`config.mk`:
```
export PLATFORM = sky130hd
export DESIGN_NAME = stkseq_top
export DESIGN_NICKNAME = d
export VERILOG_FILES = /design/src/rtl/stkseq_pkg.sv /design/src/rtl/stkseq_sp.sv /design/src/rtl/stkseq_mport.sv /design/src/rtl/stkseq_top.sv
export SDC_FILE = /design/constraint.sdc
export NUM_CORES = 1
export LEC_CHECK = 0
export ABC_AREA = 1
export BUFFER_PORTS_ARGS = -buffer_cell sky130_fd_sc_hd__buf_2
export CAP_MARGIN = 20
export CORE_AREA = 2 2 101 103
export CTS_CLUSTER_SIZE = 12
export DETAILED_ROUTE_END_ITERATION = 10
export DIE_AREA = 0 0 103 105
export PLACE_DENSITY = 0.81
export SETUP_SLACK_MARGIN = 0.5
export SYNTH_ARGS = -nofsm -noshare
export SYNTH_HDL_FRONTEND = slang
export SYNTH_SLANG_ARGS = --single-unit
export TNS_END_PERCENT = 1
```
`constraint.sdc`:
```
create_clock -name clk -period 1.9 [get_ports clk]
set_clock_uncertainty 0.1 [all_clocks]
set_input_delay 0.19 -clock clk [delete_from_list [all_inputs] [get_ports clk]]
set_output_delay 0.19 -clock clk [all_outputs]
set_load 0.05 [all_outputs]
```
`src/rtl/stkseq_pkg.sv`:
```
package stkseq_pkg;
  localparam int unsigned WORD_W     = 16;
  localparam int unsigned SLOT_BYTES = WORD_W / 8;

  typedef logic [WORD_W-1:0] word_t;

  typedef enum logic [2:0] {
    OP_PUSH = 3'd0,
    OP_POP  = 3'd1,
    OP_CALL = 3'd2,
    OP_RET  = 3'd3,
    OP_RETI = 3'd4
  } stk_op_e;

  typedef enum logic [2:0] {
    ST_IDLE,
    ST_WRITE,
    ST_READ_SR,
    ST_READ_W,
    ST_DONE
  } stk_state_e;

  // address of the slot just below the current top
  function automatic word_t slot_below(word_t sp);
    return sp - word_t'(SLOT_BYTES);
  endfunction

  // stack pointer after one item is removed
  function automatic word_t slot_above(word_t sp);
    return sp + word_t'(SLOT_BYTES);
  endfunction

  // byte-sized items keep only the low byte, zero-extended
  function automatic word_t fit_size(word_t v, logic is_byte);
    return is_byte ? {{(WORD_W-8){1'b0}}, v[7:0]} : v;
  endfunction

  function automatic word_t link_addr(word_t pc);
    return pc + word_t'(SLOT_BYTES);
  endfunction

  function automatic logic op_known(logic [2:0] op);
    return op <= 3'd4;
  endfunction
endpackage

```
`src/rtl/stkseq_sp.sv`:
```
module stkseq_sp
  import stkseq_pkg::*;
#(
  parameter word_t TOP = 16'h0400
) (
  input  logic  clk,
  input  logic  rst_n,
  input  logic  step_down,
  input  logic  step_up,
  output word_t sp
);
  localparam word_t RESET_SP = TOP & ~word_t'(1);

  always_ff @(posedge clk or negedge rst_n) begin
    if (!rst_n)         sp <= RESET_SP;
    else if (step_down) sp <= slot_below(sp);
    else if (step_up)   sp <= slot_above(sp);
  end


  sp_even_chk: assert property (@(posedge clk) disable iff (!rst_n)
    sp[0] == 1'b0);


  sp_step_excl_chk: assert property (@(posedge clk) disable iff (!rst_n)
    !(step_down && step_up));
endmodule

```
`src/rtl/stkseq_mport.sv`:
```
module stkseq_mport
  import stkseq_pkg::*;
(
  input  logic  clk,
  input  logic  rst_n,
  input  logic  wr_act,
  input  logic  rd_act,
  input  word_t sp,
  input  logic  load,
  input  word_t load_val,
  input  logic  ack,
  output logic  req,
  output logic  we,
  output word_t addr,
  output word_t wdata
);
  word_t wdata_q;

  always_ff @(posedge clk or negedge rst_n) begin
    if (!rst_n)    wdata_q <= '0;
    else if (load) wdata_q <= load_val;
  end

  assign req   = wr_act | rd_act;
  assign we    = wr_act;
  assign addr  = wr_act ? slot_below(sp) : sp;
  assign wdata = wdata_q;


  req_hold_chk: assert property (@(posedge clk) disable iff (!rst_n)
    (req && !ack) |=> (req && $stable(addr) && $stable(wdata) && $stable(we)));
endmodule

```
`src/rtl/stkseq_top.sv`:
```
module stkseq_top
  import stkseq_pkg::*;
#(
  parameter word_t SP_TOP = 16'h0400
) (
  input  logic        clk,
  input  logic        rst_n,
  input  logic        cmd_valid,
  input  logic [2:0]  cmd_op,
  input  logic        cmd_byte,
  input  logic [15:0] cmd_src,
  input  logic [15:0] pc_in,
  output logic        cmd_ready,
  output logic        done,
  output logic [15:0] pop_data,
  output logic        pc_wr,
  output logic [15:0] pc_out,
  output logic        sr_wr,
  output logic [15:0] sr_out,
  output logic [15:0] sp_out,
  output logic        mem_req,
  output logic        mem_we,
  output logic [15:0] mem_addr,
  output logic [15:0] mem_wdata,
  input  logic        mem_ack,
  input  logic [15:0] mem_rdata
);
  stk_state_e state;
  stk_op_e    op_q;
  logic       byte_q;
  word_t      pc_q, pop_q, sr_q;
  logic       sr_wr_q;

  // named internal events
  logic  accept, xfer, sp_dec, sp_inc, wr_act, rd_act;
  word_t wr_val;

  assign accept = (state == ST_IDLE) && cmd_valid && op_known(cmd_op);
  assign xfer   = mem_req && mem_ack;
  assign wr_act = (state == ST_WRITE);
  assign rd_act = (state == ST_READ_SR) || (state == ST_READ_W);
  assign sp_dec = wr_act && xfer;
  assign sp_inc = rd_act && xfer;
  assign wr_val = (stk_op_e'(cmd_op) == OP_CALL) ? link_addr(pc_in)
                                                 : fit_size(cmd_src, cmd_byte);

  stkseq_sp #(.TOP(SP_TOP)) u_sp (
    .clk(clk), .rst_n(rst_n), .step_down(sp_dec), .step_up(sp_inc), .sp(sp_out)
  );

  stkseq_mport u_mport (
    .clk(clk), .rst_n(rst_n), .wr_act(wr_act), .rd_act(rd_act), .sp(sp_out),
    .load(accept), .load_val(wr_val), .ack(mem_ack),
    .req(mem_req), .we(mem_we), .addr(mem_addr), .wdata(mem_wdata)
  );

  always_ff @(posedge clk or negedge rst_n) begin
    if (!rst_n) begin
      state   <= ST_IDLE;
      op_q    <= OP_PUSH;
      byte_q  <= 1'b0;
      pc_q    <= '0;
      pop_q   <= '0;
      sr_q    <= '0;
      sr_wr_q <= 1'b0;
    end else begin
      sr_wr_q <= 1'b0;
      unique case (state)
        ST_IDLE: if (accept) begin
          op_q   <= stk_op_e'(cmd_op);
          byte_q <= cmd_byte;
          if (stk_op_e'(cmd_op) == OP_CALL) pc_q <= cmd_src;
          unique case (stk_op_e'(cmd_op))
            OP_PUSH, OP_CALL: state <= ST_WRITE;
            OP_RETI:          state <= ST_READ_SR;
            default:          state <= ST_READ_W;
          endcase
        end
        ST_WRITE: if (xfer) state <= ST_DONE;
        ST_READ_SR: if (xfer) begin
          sr_q    <= mem_rdata;
          sr_wr_q <= 1'b1;
          state   <= ST_READ_W;
        end
        ST_READ_W: if (xfer) begin
          if (op_q == OP_POP) pop_q <= fit_size(mem_rdata, byte_q);
          else                pc_q  <= mem_rdata;
          state <= ST_DONE;
        end
        default: state <= ST_IDLE;
      endcase
    end
  end

  assign cmd_ready = (state == ST_IDLE);
  assign done      = (state == ST_DONE);
  assign pc_wr     = done && (op_q != OP_PUSH) && (op_q != OP_POP);
  assign pc_out    = pc_q;
  assign pop_data  = pop_q;
  assign sr_wr     = sr_wr_q;
  assign sr_out    = sr_q;


  done_pulse_chk: assert property (@(posedge clk) disable iff (!rst_n)
    done |=> !done);


  sp_quiet_chk: assert property (@(posedge clk) disable iff (!rst_n)
    !xfer |=> $stable(sp_out));


  push_sp_chk: assert property (@(posedge clk) disable iff (!rst_n)
    (xfer && mem_we) |=> (sp_out == $past(mem_addr)));


  pop_sp_chk: assert property (@(posedge clk) disable iff (!rst_n)
    (xfer && !mem_we) |=> (sp_out == $past(mem_addr) + word_t'(SLOT_BYTES)));


  sr_before_pc_chk: assert property (@(posedge clk) disable iff (!rst_n)
    sr_wr |-> (!pc_wr && mem_req && !mem_we));


  unknown_op_chk: assert property (@(posedge clk) disable iff (!rst_n)
    (cmd_valid && cmd_ready && (cmd_op > 3'd4)) |=> (cmd_ready && !mem_req));
endmodule

```
==> results.ini <==
[route]
drc = 0
wl_per_cell_um = 16.4
first_pass_iters = 7
met1_length_mm = 6.70
drt_wl_total_mm = 16.3
ant_nets = 0
wl_met2_mm = 7.82
drtIter0Drc = 448
viasPerCell = 5.53
via_count = 5525
wl_met3_mm = 1.38
top_layer = met4

[sta]
fin_ws_ns = -0.229
hold_violations = 0
slew_headroom_pct = 61.9
final.setup.tns_ns = -2.13
tightest_slew_ns = 0.568
slew_violations = 0
rsz0062_at_grt = true
fin_crit_sh_pct = 112
finalSetupViolations = 13
max_freq_ghz = 0.470
post-route-min-period_ns = 2.13

[cells_and_area]
finalNetCount = 920
nFillCells = 716
regArea_um2 = 2190
syn_to_final_growth_pct = 45.4
multi_input_area_um2 = 2840
finish.utilization_pct = 74.6
n_antenna_cell = 0
fin_area_um2 = 7190
final_common_cell = nand2_1
drive_gt1_share_pct = 37.0
layout_common_cells = nand2_1 (189), buf_2 (123), dfrtp_1 (73), inv_1 (55), nor2_1 (49)

[run_status]
violations = setup timing
status = complete, but fails checks

[clocking]
insertion_delay_ns = 0.37
cts_tree = done
clk_pin_slew_ns = 0.09
cts_made_buffers = 9
htree_levels = 3
cts_root_buffer = clkbuf_8
clkSinkCount = 87
cts_max_path_buffers = 2

[global_route]
grt_pass1_vias = 5263
grt_pass1_wl_mm = 25.5
overflow = 0
antenna_found_initial = 0
grt_max_degree = 56
grt_usage_pct = 30.0

[yosys]
ys_seq_area_share_pct = 44.1
synth_cell_types = 39
synth_cells = 681
synth_ff_type = dfrtp_1
synthArstFlopShare_pct = 100
ys_seq_elements = 87
synth-edff-count = 0
netlist_area_um2 = 4940
yosysWarnings = 0
synth.avg_cell_area_um2 = 7.26

[critical_path]
cp.arrival_ns = 1.84
setup.worst_path.start_class = flip-flop
cp-end-kind = primary output
path_max_fanout = 4
crit_required_ns = 1.61
cp-startpoint = u_sp.sp[2]
crit_type = flip-flop to primary output
r2r-start = state[0]

[power]
swShare_pct = 56.2
ir_worst_vdd_mv = 1.22
p_int_uw = 6090
pwr-share-seq_pct = 24.0
clock_power_share_pct = 9.9
leakagePower_uw = 0.00352
combPwrFrac_pct = 66.1
p_sw_uw = 7820
power_density_nw_per_um2 = 1930

[place]
gp_congestion = 0.952
hpwl_mm = 11.0
io_buffer_count = 155
post_dp_cell_area_um2 = 6210

[floorplan]
core_area_um2 = 9640
die_width_um = 103
start_util_pct = 51.3
rows = 36
die_area_um2 = 10800
die_height_um = 105
io_pins = 158

[worst_hold_path]
hp-start = cmd_src[4]
hold_class = primary input to flip-flop

[run]
max-cap-violations = 0

power groups by stage:
stage                     combinational (uW)  clock [uW]  sequential, uW
after floorplan                         3440           0            5870
after global placement                  7840           0            3270
after detailed placement                7990           0            3300
after CTS                               8900        1380            3280
after global routing                    9680        1480            3420
final                                   9190        1370            3340
per-stage QoR:
stage	setup slack, ns	power [uW]	hold slack, ns	std cells
after floorplan	0.130	9310	-0.206	682
after global placement	0.0606	11100	-0.0164	965
after detailed placement	0.0416	11300	-0.0151	965
after CTS	-0.192	13600	0.000567	997
after global routing	-0.304	14600	0.0126	999
final	-0.229	13900	0.00354	999
what timing repair did:
item                                   in CTS  in global routing
buffers inserted                            4                  2
endpoints found under the hold margin      97                  0
gates cloned                                1                  0
hold buffers                               11                  0
gates resized for setup                   128                 32
setup endpoints to repair                 120                121
pin swaps                                  16                 18
synth_stat cells (2+ instances only):
master	number	area, um^2
o22ai_1	2	12.5
nand2_1	203	762
dfrtp_1	86	2150
inv_1	63	236
xor2_1	9	78.8
buf_2	12	60.1
nand4_1	9	56.3
buf_4	2	15.0
a21oi_1	22	110
buf_6	4	45.0
xnor2_1	2	17.5
nand3_1	49	245
inv_2	2	7.51
a31oi_1	11	68.8
a21oi_2	6	52.6
nor2_2	2	12.5
ha_1	3	37.5
clkinv_1	4	15.0
nor3_1	8	40.0
or2_2	3	18.8
o21ai_1	18	90.1
o21a_1	4	30.0
nor2_1	67	251
clkbuf_1	14	52.6
o21ai_0	57	285
mux2i_1	6	60.1
cell families after synthesis:
| kind of cell | after synthesis | synth area share (%) |
|---|---|---|
| buffers and inverters | 102 | 8.81 |
| adders and majority gates | 3 | 0.760 |
| AOI/OAI and AO/OA | 126 | 14.1 |
| and+or+nand+nor | 345 | 29.0 |
| other | 1 | 0.0759 |
| xor gates and xnor gates | 11 | 1.95 |
| muxes | 6 | 1.22 |
| DFF | 87 | 44.1 |
path summary, 6_finish.rpt:
path	endpoint	slack, ns	cells after the start
worst max-delay path	mem_addr[9]	-0.23	8
worst min-delay path	u_mport.wdata[4]	0.004	3
worst max register to register	pc_out[15]	0.02	10
worst min register to register	sr_out[9]	0.38	2
max in group asynchronous	pc_out[13]	1.00	3
min in group asynchronous	u_sp.sp[8]	0.12	2
cell type report:
cell class,instances,area share (%)
clock buffer,10,1.78
clock inverter,6,1.03
inverter,69,3.99
multi-input combinational,493,39.5
sequential,87,30.5
tap,133,2.32
timing repair buffer,201,20.9
critical path: stages (launching register included):
cell     delay, ns
dfrtp_2       0.43
inv_4         0.08
ha_4          0.15
nand3_4       0.10
nor2_1        0.22
a21oi_1       0.12
o21ai_2       0.11
nand2_2       0.07
buf_4         0.19
metal layers:
metal  GRT usage, %  vias up
li1               -     2550
met1           40.3     2625
met2           47.0      302
met3           6.35       48
met4           11.6        0
met5              0        -
registers in the layout, summed over array words and instances, names as in the netlist:
name and cells:
state 3, sr_wr 1, u_mport.wdata 16, op_q 3, byte_q 1, u_sp.sp 15, sr_out 16, pop_data 16
pc_out 16
No activity file was read; power rests on OpenSTA's default activity.
